$ cat src/rtl/dwx_pkg.sv
package dwx_pkg;

    localparam int REG_W        = 64;
    localparam int REGS_PER_WIN = 4;
    localparam int SLOT_BASE    = 0;
    localparam int SLOT_MASK    = 1;
    localparam int SLOT_XLT     = 2;
    localparam int OFF_SHIFT    = 6;

    localparam int EN_BIT       = 0;
    localparam int SG_BIT       = 1;
    localparam int SG_SHIFT     = 10;
    localparam int PAGE_SHIFT   = 12;
    localparam int PAGE_OFF_W   = 13;

    // bits 30:20 of a mask register select the window size
    localparam logic [REG_W-1:0] SIZE_FIELD = 64'h0000_0000_7FF0_0000;
    localparam logic [REG_W-1:0] DIRECT_LOW = 64'h0000_0000_000F_FFFF;
    localparam logic [REG_W-1:0] TABLE_LOW  = 64'h0000_0000_0000_03FF;
    localparam logic [REG_W-1:0] PAGE_IDX   = 64'h0000_0000_000F_E000;

    typedef logic [REG_W-1:0] word_t;

    typedef enum logic [0:0] {
        XL_IDLE  = 1'b0,
        XL_FETCH = 1'b1
    } xl_state_e;

    typedef struct packed {
        logic  hit;
        logic  sg;
        word_t direct_addr;
        word_t pte_addr;
    } win_res_t;

endpackage

$ cat src/rtl/dwx_regfile.sv
module dwx_regfile
    import dwx_pkg::*;
#(
    parameter int NUM_WIN = 4,
    parameter int OFF_W   = 12
) (
    input  logic                           clk,
    input  logic                           rst_n,
    input  logic                           reg_wr,
    input  logic                           reg_rd,
    input  logic                           reg_wide,
    input  logic [OFF_W-1:0]               reg_off,
    input  logic [REG_W-1:0]               reg_wdata,
    output logic [REG_W-1:0]               reg_rdata,
    output logic [NUM_WIN-1:0][REG_W-1:0]  win_base,
    output logic [NUM_WIN-1:0][REG_W-1:0]  win_mask,
    output logic [NUM_WIN-1:0][REG_W-1:0]  win_xlt
);

    localparam int IDX_W = OFF_W - OFF_SHIFT;

    typedef struct packed {
        logic [NUM_WIN-1:0][REG_W-1:0] base;
        logic [NUM_WIN-1:0][REG_W-1:0] mask;
        logic [NUM_WIN-1:0][REG_W-1:0] xlt;
        logic [REG_W-1:0]              rdata;
    } rf_t;

    rf_t d, q;
    logic [IDX_W-1:0] idx;

    assign idx = IDX_W'(reg_off >> OFF_SHIFT);

    always_comb begin
        d       = q;
        d.rdata = '0;
        // reads see the register contents before a same-cycle write
        if (reg_rd && reg_wide) begin
            for (int w = 0; w < NUM_WIN; w++) begin
                if (int'(idx) == w * REGS_PER_WIN + SLOT_BASE) d.rdata = q.base[w];
                if (int'(idx) == w * REGS_PER_WIN + SLOT_MASK) d.rdata = q.mask[w];
                if (int'(idx) == w * REGS_PER_WIN + SLOT_XLT)  d.rdata = q.xlt[w];
            end
        end
        // invalidate and unmapped indices fall through: no state change
        if (reg_wr && reg_wide) begin
            for (int w = 0; w < NUM_WIN; w++) begin
                if (int'(idx) == w * REGS_PER_WIN + SLOT_BASE) d.base[w] = reg_wdata;
                if (int'(idx) == w * REGS_PER_WIN + SLOT_MASK) d.mask[w] = reg_wdata;
                if (int'(idx) == w * REGS_PER_WIN + SLOT_XLT)  d.xlt[w]  = reg_wdata;
            end
        end
    end

    always_ff @(posedge clk or negedge rst_n) begin
        if (!rst_n) q <= '0;
        else        q <= d;
    end

    assign reg_rdata = q.rdata;
    assign win_base  = q.base;
    assign win_mask  = q.mask;
    assign win_xlt   = q.xlt;

endmodule

$ cat src/rtl/dwx_window.sv
module dwx_window
    import dwx_pkg::*;
#(
    parameter int BUS_W = 32
) (
    input  logic [REG_W-1:0] base,
    input  logic [REG_W-1:0] mask,
    input  logic [REG_W-1:0] xlt,
    input  logic [BUS_W-1:0] bus_addr,
    output win_res_t         res
);

    word_t a;
    word_t size_bits;
    word_t cmp;
    word_t off_mask;
    word_t tbl_mask;
    word_t idx_mask;

    always_comb begin
        a         = word_t'(bus_addr);
        size_bits = mask & SIZE_FIELD;
        cmp       = ~mask & SIZE_FIELD;

        res.hit   = base[EN_BIT] && ((a & cmp) == (base & cmp));
        res.sg    = base[SG_BIT];

        // direct relocation: size bits and the low 1 MB come from the bus
        off_mask        = size_bits | DIRECT_LOW;
        res.direct_addr = (xlt & ~off_mask) | (a & off_mask);

        // table walk: page index scaled down to an 8-byte entry offset
        tbl_mask     = ~((size_bits >> SG_SHIFT) | TABLE_LOW);
        idx_mask     = size_bits | PAGE_IDX;
        res.pte_addr = (xlt & tbl_mask) | ((a & idx_mask) >> SG_SHIFT);
    end

endmodule

$ cat src/rtl/dwx_select.sv
module dwx_select #(
    parameter int NUM_WIN = 4,
    parameter int SEL_W   = (NUM_WIN > 1) ? $clog2(NUM_WIN) : 1
) (
    input  logic [NUM_WIN-1:0] hits,
    output logic               any_hit,
    output logic [SEL_W-1:0]   sel
);

    always_comb begin
        any_hit = |hits;
        sel     = '0;
        // descending scan so the lowest index is written last
        for (int w = NUM_WIN - 1; w >= 0; w--) begin
            if (hits[w]) sel = SEL_W'(w);
        end
    end

endmodule

$ cat src/rtl/dma_win_xlate.sv
module dma_win_xlate
    import dwx_pkg::*;
#(
    parameter int NUM_WIN = 4,
    parameter int BUS_W   = 32,
    parameter int PHYS_W  = 34,
    parameter int OFF_W   = 12
) (
    input  logic              clk,
    input  logic              rst_n,
    input  logic              reg_wr,
    input  logic              reg_rd,
    input  logic              reg_wide,
    input  logic [OFF_W-1:0]  reg_off,
    input  logic [63:0]       reg_wdata,
    output logic [63:0]       reg_rdata,
    input  logic              req_valid,
    input  logic [BUS_W-1:0]  req_addr,
    output logic              rsp_valid,
    output logic              rsp_hit,
    output logic              rsp_miss,
    output logic [PHYS_W-1:0] rsp_addr,
    output logic              busy,
    output logic              mem_req,
    output logic [63:0]       mem_addr,
    input  logic              mem_rsp_valid,
    input  logic [63:0]       mem_rsp_data
);

    localparam int SEL_W = (NUM_WIN > 1) ? $clog2(NUM_WIN) : 1;

    logic [NUM_WIN-1:0][REG_W-1:0] win_base;
    logic [NUM_WIN-1:0][REG_W-1:0] win_mask;
    logic [NUM_WIN-1:0][REG_W-1:0] win_xlt;
    win_res_t                      res [NUM_WIN];
    logic [NUM_WIN-1:0]            hits;
    logic                          any_hit;
    logic [SEL_W-1:0]              sel;
    win_res_t                      pick;

    dwx_regfile #(
        .NUM_WIN (NUM_WIN),
        .OFF_W   (OFF_W)
    ) u_regs (
        .clk       (clk),
        .rst_n     (rst_n),
        .reg_wr    (reg_wr),
        .reg_rd    (reg_rd),
        .reg_wide  (reg_wide),
        .reg_off   (reg_off),
        .reg_wdata (reg_wdata),
        .reg_rdata (reg_rdata),
        .win_base  (win_base),
        .win_mask  (win_mask),
        .win_xlt   (win_xlt)
    );

    for (genvar g = 0; g < NUM_WIN; g++) begin : g_win
        dwx_window #(
            .BUS_W (BUS_W)
        ) u_win (
            .base     (win_base[g]),
            .mask     (win_mask[g]),
            .xlt      (win_xlt[g]),
            .bus_addr (req_addr),
            .res      (res[g])
        );
        assign hits[g] = res[g].hit;
    end

    dwx_select #(
        .NUM_WIN (NUM_WIN),
        .SEL_W   (SEL_W)
    ) u_sel (
        .hits    (hits),
        .any_hit (any_hit),
        .sel     (sel)
    );

    assign pick = res[sel];

    typedef struct packed {
        xl_state_e              st;
        logic                   mem_req;
        word_t                  mem_addr;
        logic [PAGE_OFF_W-1:0]  page_off;
        logic                   rsp_valid;
        logic                   rsp_hit;
        logic                   rsp_miss;
        logic [PHYS_W-1:0]      rsp_addr;
    } xl_t;

    xl_t   d, q;
    word_t entry;
    word_t sg_full;

    always_comb begin
        d           = q;
        d.mem_req   = 1'b0;
        d.rsp_valid = 1'b0;
        d.rsp_hit   = 1'b0;
        d.rsp_miss  = 1'b0;
        entry       = mem_rsp_data & ~word_t'(1);
        sg_full     = (entry << PAGE_SHIFT) | word_t'(q.page_off);
        case (q.st)
            XL_IDLE: begin
                if (req_valid) begin
                    if (!any_hit) begin
                        d.rsp_valid = 1'b1;
                        d.rsp_miss  = 1'b1;
                        d.rsp_addr  = '0;
                    end else if (pick.sg) begin
                        d.mem_req  = 1'b1;
                        d.mem_addr = pick.pte_addr;
                        d.page_off = req_addr[PAGE_OFF_W-1:0];
                        d.st       = XL_FETCH;
                    end else begin
                        d.rsp_valid = 1'b1;
                        d.rsp_hit   = 1'b1;
                        d.rsp_addr  = pick.direct_addr[PHYS_W-1:0];
                    end
                end
            end
            XL_FETCH: begin
                if (mem_rsp_valid) begin
                    d.rsp_valid = 1'b1;
                    d.rsp_hit   = 1'b1;
                    d.rsp_addr  = sg_full[PHYS_W-1:0];
                    d.st        = XL_IDLE;
                end
            end
            default: d.st = XL_IDLE;
        endcase
    end

    always_ff @(posedge clk or negedge rst_n) begin
        if (!rst_n) q <= '0;
        else        q <= d;
    end

    assign rsp_valid = q.rsp_valid;
    assign rsp_hit   = q.rsp_hit;
    assign rsp_miss  = q.rsp_miss;
    assign rsp_addr  = q.rsp_addr;
    assign busy      = (q.st == XL_FETCH);
    assign mem_req   = q.mem_req;
    assign mem_addr  = q.mem_addr;

endmodule

$ cat config.mk
export PLATFORM = sky130hd
export DESIGN_NAME = dma_win_xlate
export DESIGN_NICKNAME = d
export VERILOG_FILES = /design/src/rtl/dwx_pkg.sv /design/src/rtl/dwx_regfile.sv /design/src/rtl/dwx_window.sv /design/src/rtl/dwx_select.sv /design/src/rtl/dma_win_xlate.sv
export SDC_FILE = /design/constraint.sdc
export NUM_CORES = 2
export LEC_CHECK = 0
export ABC_AREA = 1
export CAP_MARGIN = 40
export CORE_MARGIN = 2
export CORE_UTILIZATION = 50
export CTS_CLUSTER_DIAMETER = 150
export CTS_CLUSTER_SIZE = 10
export DETAILED_ROUTE_END_ITERATION = 8
export GPL_ROUTABILITY_DRIVEN = 0
export MAX_ROUTING_LAYER = met4
export PLACE_DENSITY = 0.73
export SLEW_MARGIN = 20
export SYNTH_ARGS = -nofsm -noshare
export SYNTH_HDL_FRONTEND = slang
export SYNTH_SLANG_ARGS = --single-unit
$ cat constraint.sdc
create_clock -name clk -period 1.9 [get_ports clk]
set_input_delay 0.38 -clock clk [delete_from_list [all_inputs] [get_ports clk]]
set_output_delay 0.38 -clock clk [all_outputs]
set_load 0.005 [all_outputs]
### Word level (Yosys, flattened, before mapping)

Index checks and enable logic that the tools add are counted.

| word-level totals | value |
|---|---|
| logic and storage cells | 146 |
| bits in registers | 948 |
| output and inout bits | 167 |

| operators by class | value |
|---|---|
| equality and inequality tests | 18 |
| bitwise gates (word level) | 47 |
| $lt $le $gt $ge | 1 |
| mux-type cells | 37 |
| reductions and logical operators | 22 |

Operators with widths:

| cell | count |
|---|---|
| two-way mux 64 bit | 13 |
| bitwise AND 64 bit | 8 |
| bitwise AND 32 x 31 -> 32 bit | 12 |
| binary-select mux 130 bit (select 2 bit) | 1 |
| two-way mux 129 bit | 2 |
| bitwise AND 64 x 31 -> 64 bit | 4 |
| == test 64 bit | 4 |
| inverter 21 -> 64 bit | 4 |
| inverter 31 -> 64 bit | 4 |
| OR 64 x 22 -> 64 bit | 4 |
| OR 64 bit | 4 |
| two-way mux 79 bit | 2 |
| inverter 31 bit | 4 |
| two-way mux 116 bit | 1 |
| two-way mux 34 bit | 3 |
| two-way mux 78 bit | 1 |
| case mux 34 bit (2 select lines) | 1 |
| == test 6 x 5 -> 1 bit (second input constant) | 6 |
| OR 34 x 13 -> 34 bit | 1 |
| AND reduction 2 bit | 12 |
| == test 6 x 4 -> 1 bit (second input constant) | 3 |
| two-way mux 2 bit | 6 |
| == test 6 x 2 -> 1 bit (second input constant) | 1 |
| == test 6 x 3 -> 1 bit (second input constant) | 1 |
| other kinds (13) | 23 |

### Depth between registers and ports, before layout

| logic depth | value |
|---|---|
| depth after elaboration | 16 |
| depth in mapped cells | 20 |
| mapped depth without buffers | 17 |

### Hierarchy

Synthesis repeated with hierarchy kept, for this count alone.

| unflattened totals | value |
|---|---|
| cell total of the unflattened synthesis | 6668 |
| area, all modules | 49871.6 µm² |

Modules (own cells, without submodules):

| module | area each (µm²) | cells each | sequential area each (µm²) | instances |
|---|---|---|---|---|
| dwx_regfile | 36030.8 | 4357 | 20820.0 | 1 |
| dma_win_xlate | 8604.5 | 1366 | 2902.8 | 1 |
| dwx_window | 1297.5 | 234 | 0.0 | 4 |
| dwx_select | 46.3 | 9 | 0.0 | 1 |

### Worst setup path before layout

Ideal clock, no wire load.

| timing | value |
|---|---|
| path kind | in2reg |
| from | in req_addr[27] |
| to | reg q (netlist bit mem_addr[44]) |
| arrival time | 1977 ps |
| path buffers | 3 |
| cell stages on the path | 17 |
| setup slack | -194 ps |
| library setup time | 117 ps |
| cell sequence | buf_2 -> inv_1 -> a21oi_1 -> o21ai_1 -> nand2_1 -> nor2_2 -> nand3_2 -> nand2_1 -> inv_1 -> nand2_1 -> nand3_1 -> nand2_2 -> nand2_4 -> buf_6 -> buf_6 -> nand2_1 -> nand2_1 |

| between the ends | value |
|---|---|
| word-level cells in the longest chain between the ends | 12 |
| elaborated cells on any way between the ends | 22 |
| those cells by class | eq/ne (4); mux (7); bitwise (5); reduce/logical (6) |

Ends and longest elaborated chain:

| item | line | text |
|---|---|---|
| start: declaration | dma_win_xlate.sv:18 | `input logic [BUS_W-1:0] req_addr,` |
| bitwise AND 32 x 31 -> 32 bit | dwx_window.sv:25 | `res.hit = base[EN_BIT] && ((a & cmp) == (base & cmp));` |
| == test 64 bit | dwx_window.sv:25 |  |
| logical AND 1 bit | dwx_window.sv:25 |  |
| two-way mux 2 bit (4 in series) | dwx_select.sv:15 | `if (hits[w]) sel = SEL_W'(w);` |
| inverter 2 -> 3 bit (implied by the code) | dma_win_xlate.sv:80 | `assign pick = res[sel];` |
| binary-select mux 130 bit (select 2 bit) | dma_win_xlate.sv:80 |  |
| two-way mux 129 bit (implied by the code) (2 in series) | dma_win_xlate.sv:80 |  |
| AND reduction 4 bit (no line) | - |  |
| end signal: assignment | dma_win_xlate.sv:137 | `if (!rst_n) q <= '0;` |
| end signal: assignment | dma_win_xlate.sv:138 | `else q <= d;` |
| end: declaration | dma_win_xlate.sv:93 | `xl_t d, q;` |

Several ways; a longest one is shown, not always the timed one. The select of a mux whose other input is x is not followed.
A chain may end at the register's enable or synchronous reset.

### Worst setup path after layout

| timing | value |
|---|---|
| from | reg u_regs.q (netlist bit u_regs.win_base[91]) |
| to | reg q (netlist bit mem_addr[43]) |

| between the ends | value |
|---|---|
| word-level cells in the longest chain between the ends | 10 |
| elaborated cells on any way between the ends | 11 |
| those cells by class | eq/ne (1); mux (5); bitwise (2); reduce/logical (3) |

Ends and longest elaborated chain:

| item | line | text |
|---|---|---|
| start: declaration | dwx_regfile.sv:29 | `rf_t d, q;` |
| start signal: assignment | dwx_regfile.sv:56 | `if (!rst_n) q <= '0;` |
| start signal: assignment | dwx_regfile.sv:57 | `else q <= d;` |
| bitwise AND 64 x 31 -> 64 bit * | dwx_window.sv:25 |  |
| == test 64 bit * | dwx_window.sv:25 |  |
| logical AND 1 bit * | dwx_window.sv:25 |  |
| two-way mux 2 bit (2 in series) | dwx_select.sv:15 |  |
| inverter 2 -> 3 bit (implied by the code) | dma_win_xlate.sv:80 |  |
| binary-select mux 130 bit (select 2 bit) | dma_win_xlate.sv:80 |  |
| two-way mux 129 bit (implied by the code) (2 in series) | dma_win_xlate.sv:80 |  |
| AND reduction 4 bit (no line) | - |  |

Mark *: on every way between the ends. The rest lies on a longest branch, timed or not. The select of a mux whose other input is x is not followed.

==> run_results.csv <==
group,metric,value,unit
critical_path,arrival,3080,ps
sta,timing.final.max_slew_violations,0,
drt,wl_met2,67500,um
synth,syn_area,43900,um2
cts,cts_buffers,104,
drt,viasPerCell,5.74,
drt,detail-route-antenna-nets,0,
critical_path,crit_required,2500,ps
global_route,grt_usage,32.9,%
critical_path,critPathKind,"register to register",
final_layout,layout_common_cells,"nand2_1 (1835), o21ai_0 (949), dfrtp_1 (945)",
run_status,status,"complete, but fails checks",
place,dp_hpwl,96300,um
final_layout,n_fill_cell,6863,
synth,synth-edff-count,0,
cts,cts_sinks,945,
cts,insertion_delay,680,ps
synth,yosys-top-cells-area,"dfrtp_1 (54%), nand2_1 (16%), o21ai_0 (11%), inv_1 (2.8%), clkbuf_1 (2.8%)",
final_layout,seq_area,23600,um2
sta,fin_hold_ws,186,ps
critical_path,cp_max_fo,7,
sta,post-route-min-period,2470,ps
final_layout,utilization,64.6,%
global_route,grt_pass1_wl,226000,um
synth,ys_ff_latch,945,
synth,yosysWarnings,0,
drt,wl_met3,16600,um
drt,drt-met1-wl,59100,um
synth,async_reset_ff_share,100,%
cts,clockRootBuffer,"clkbuf_16",
cts,htreeDepth,3,
drt,avgRoutedWirePerCell,20.8,um
critical_path,cp_slowest_cell,"dfrtp_1",
final_layout,drive_gt1_share,14.9,%
run_status,violations,"negative setup slack",
synth,yosysSeqAreaShare,53.8,%
sta,period_share,130,%
synth,yosysTopAreaCellShare,53.8,%
global_route,antenna_found_initial,2,
floorplan,fp.dieW,300,um
pwr,cellLeakagePower,29.4,nW
drt,routed_wl,149000,um
floorplan,die_h,300,um
cts,clk_pin_slew,60,ps
drt,route.detailed.drc,0,
critical_path,critPathTopFamily,"simple AND/OR/NAND/NOR gates",
cts,cts_tree,"yes",
sta,fmax,0.404,GHz
drt,firstDrtPassIters,7,
global_route,first_global_vias,39425,
synth,ys.flop_type,"dfrtp_1",
pwr,pwr_density_cell,790,nW/um2
floorplan,die_area,90300,um2
cts,clock_path_buffers,3,
floorplan,core,86900,um2
critical_path,cpPeakStageDelay,380,ps
global_route,grt_max_degree,97,
pwr,total_power,44.4,mW
hold_path,hp-class,"primary input to async pin",
drt,highest_layer,"met4",
critical_path,worst_path_most_repeated_cell,"nand2_1",
final_layout,multi_input_area,17600,um2
critical_path,crit_buf_inv,4,
synth,avgSynthCellArea,7.93,um2
critical_path,start_kind,"register",
sta,tightest_slew,668,ps
critical_path,end_kind,"register",
sta,rsz0062_at_grt,"yes",
sta,relSlewSlack,55.0,%
floorplan,io_pins,346,
final_layout,syn2layout_area_growth,27.8,%
sta,setup_viol,113,
sta,hold_viol,0,
critical_path,path_cells,"inv_1 -> a21oi_1 -> o21ai_1 -> nand2_1 -> nor2_1 -> nand3_2 -> nand2_4 -> buf_6 -> nand3b_1 -> nand3_4 -> nand2_4 -> nand2_8 -> buf_16 -> clkbuf_16 -> nand2_1 -> nand2_1",
synth,yosysUniqueCellTypes,43,
final_layout,layout_commonest_cell,"nand2_1",
drt,drt-initial-drc-count,4939,
place,portBuffers,292,
synth,synthCells,5545,
sta,fin_skew,23.2,ps
global_route,grt_overflow,0,
sta,setup_ws,-574,ps
drt,vias,41093,
final_layout,layout.nets,6169,
pwr,vdd_ir_drop_max,0.730,mV
synth,synth_top_area_cell,"dfrtp_1",
floorplan,initial_utilization,50.6,%
job,cap_violations,0,
floorplan,num_rows,108,
## final cells by class
class                   instances  share of cell area, %
repair buffers                842                   16.7
repair inverters                2                 0.0356
clock inverters                 6                  0.156
clock buffers                 106                   4.72
diodes                          3                 0.0134
multi-input cells            3749                   31.3
flip-flops and latches        945                   42.1
inverters                     346                   2.43
well taps                    1155                   2.57
## state kept, by name, summed over array words and instances, names as in the netlist
| register | cells |
|---|---|
| u_regs.reg_rdata | 64 |
| u_regs.win_base | 256 |
| rsp_valid | 1 |
| rsp_addr | 34 |
| mem_req | 1 |
| q | 13 |
| u_regs.win_mask | 256 |
| busy | 1 |
| u_regs.win_xlt | 256 |
| rsp_hit | 1 |
| rsp_miss | 1 |
| mem_addr | 61 |
## layer usage
| layer | vias to the layer above | track usage [%] |
|---|---|---|
| met3 | 406 | 6.01 |
| met4 | 0 | 12.0 |
| met5 | - | - |
| met1 | 19673 | 44.6 |
| li1 | 18694 | - |
| met2 | 2320 | 49.6 |
## cells by family after synthesis
group / after synthesis / synth area share (%)
DFF: 945 / 53.8
xor gates and xnor gates: 1 / 0.0199
AOI/OAI and AO/OA: 1350 / 16.0
buffers and inverters: 853 / 8.45
muxes: 2 / 0.0484
other: 1 / 0.00853
and+or+nand+nor: 2393 / 21.7
## report_power, final
group / switching (mW) / leakage (nW) / internal [mW]
clock: 7.89 / 1.34 / 9.78
sequential: 0.934 / 12.9 / 21.5
combinational: 2.52 / 15.1 / 1.78
## final timing paths
check                                                      from                         endpoint  slack, ps  cells past startpoint
max in group asynchronous                                 rst_n   u_regs.reg_rdata[39]$_DFF_PN0_        820                      4
worst max register to register  u_regs.win_base[91]$_DFFE_PN0P_         mem_addr[43]$_DFFE_PN0P_       -570                     16
worst max-delay path            u_regs.win_base[91]$_DFFE_PN0P_         mem_addr[43]$_DFFE_PN0P_       -570                     16
worst min register to register  u_regs.win_xlt[194]$_DFFE_PN0P_  u_regs.win_xlt[194]$_DFFE_PN0P_        480                      2
min in group clk                                    req_addr[0]                q[37]$_DFFE_PN0P_        250                      3
worst min-delay path                                      rst_n   u_regs.reg_rdata[26]$_DFF_PN0_        190                      2
## what timing repair did
item                       in CTS  in global routing
hold buffers                    1                  0
setup endpoints to repair     405                388
pin swaps                      19                 64
hold endpoints to repair      297                  0
buffers inserted               45                 51
gates resized for setup       116                337
cloned                          1                 20
## worst reg2reg max path, cell delays in order, from the launching register on
cell	delay, ps
dfrtp_1	380
inv_1	120
a21oi_1	80
o21ai_1	70
nand2_1	70
nor2_1	210
nand3_2	180
nand2_4	160
buf_6	120
nand3b_1	120
nand3_4	130
nand2_4	80
nand2_8	140
buf_16	180
clkbuf_16	190
nand2_1	70
nand2_1	100
## Yosys cell counts (all sizes together), types with 2 or more instances
cell,count
a211oi,7
a21oi,234
a221oi,3
a22oi,7
buf,183
clkbuf,324
clkinv,3
dfrtp,945
inv,343
nand2,1936
nand3,183
nand3b,9
nand4,82
nor2,171
nor3,5
o2111ai,21
o211ai,35
o21a,5
o21ai,1026
o21bai,2
o22ai,8
or2,6
## per-stage QoR
| step | setup WS [ps] | TNS, ps | std cells | cell area, um2 |
|---|---|---|---|---|
| finish | -574 | -53150 | 7154 | 56200 |
| global route | -633 | -61850 | 7153 | 56200 |
| CTS | -413 | -46340 | 7098 | 54400 |
| detailed placement | -1210 | -569920 | 6940 | 51000 |
| global placement | -1170 | -543660 | 6940 | 51000 |
| floorplan | -129 | -7660 | 5547 | 44100 |
Note: power is estimated with default switching activity, not from simulation.
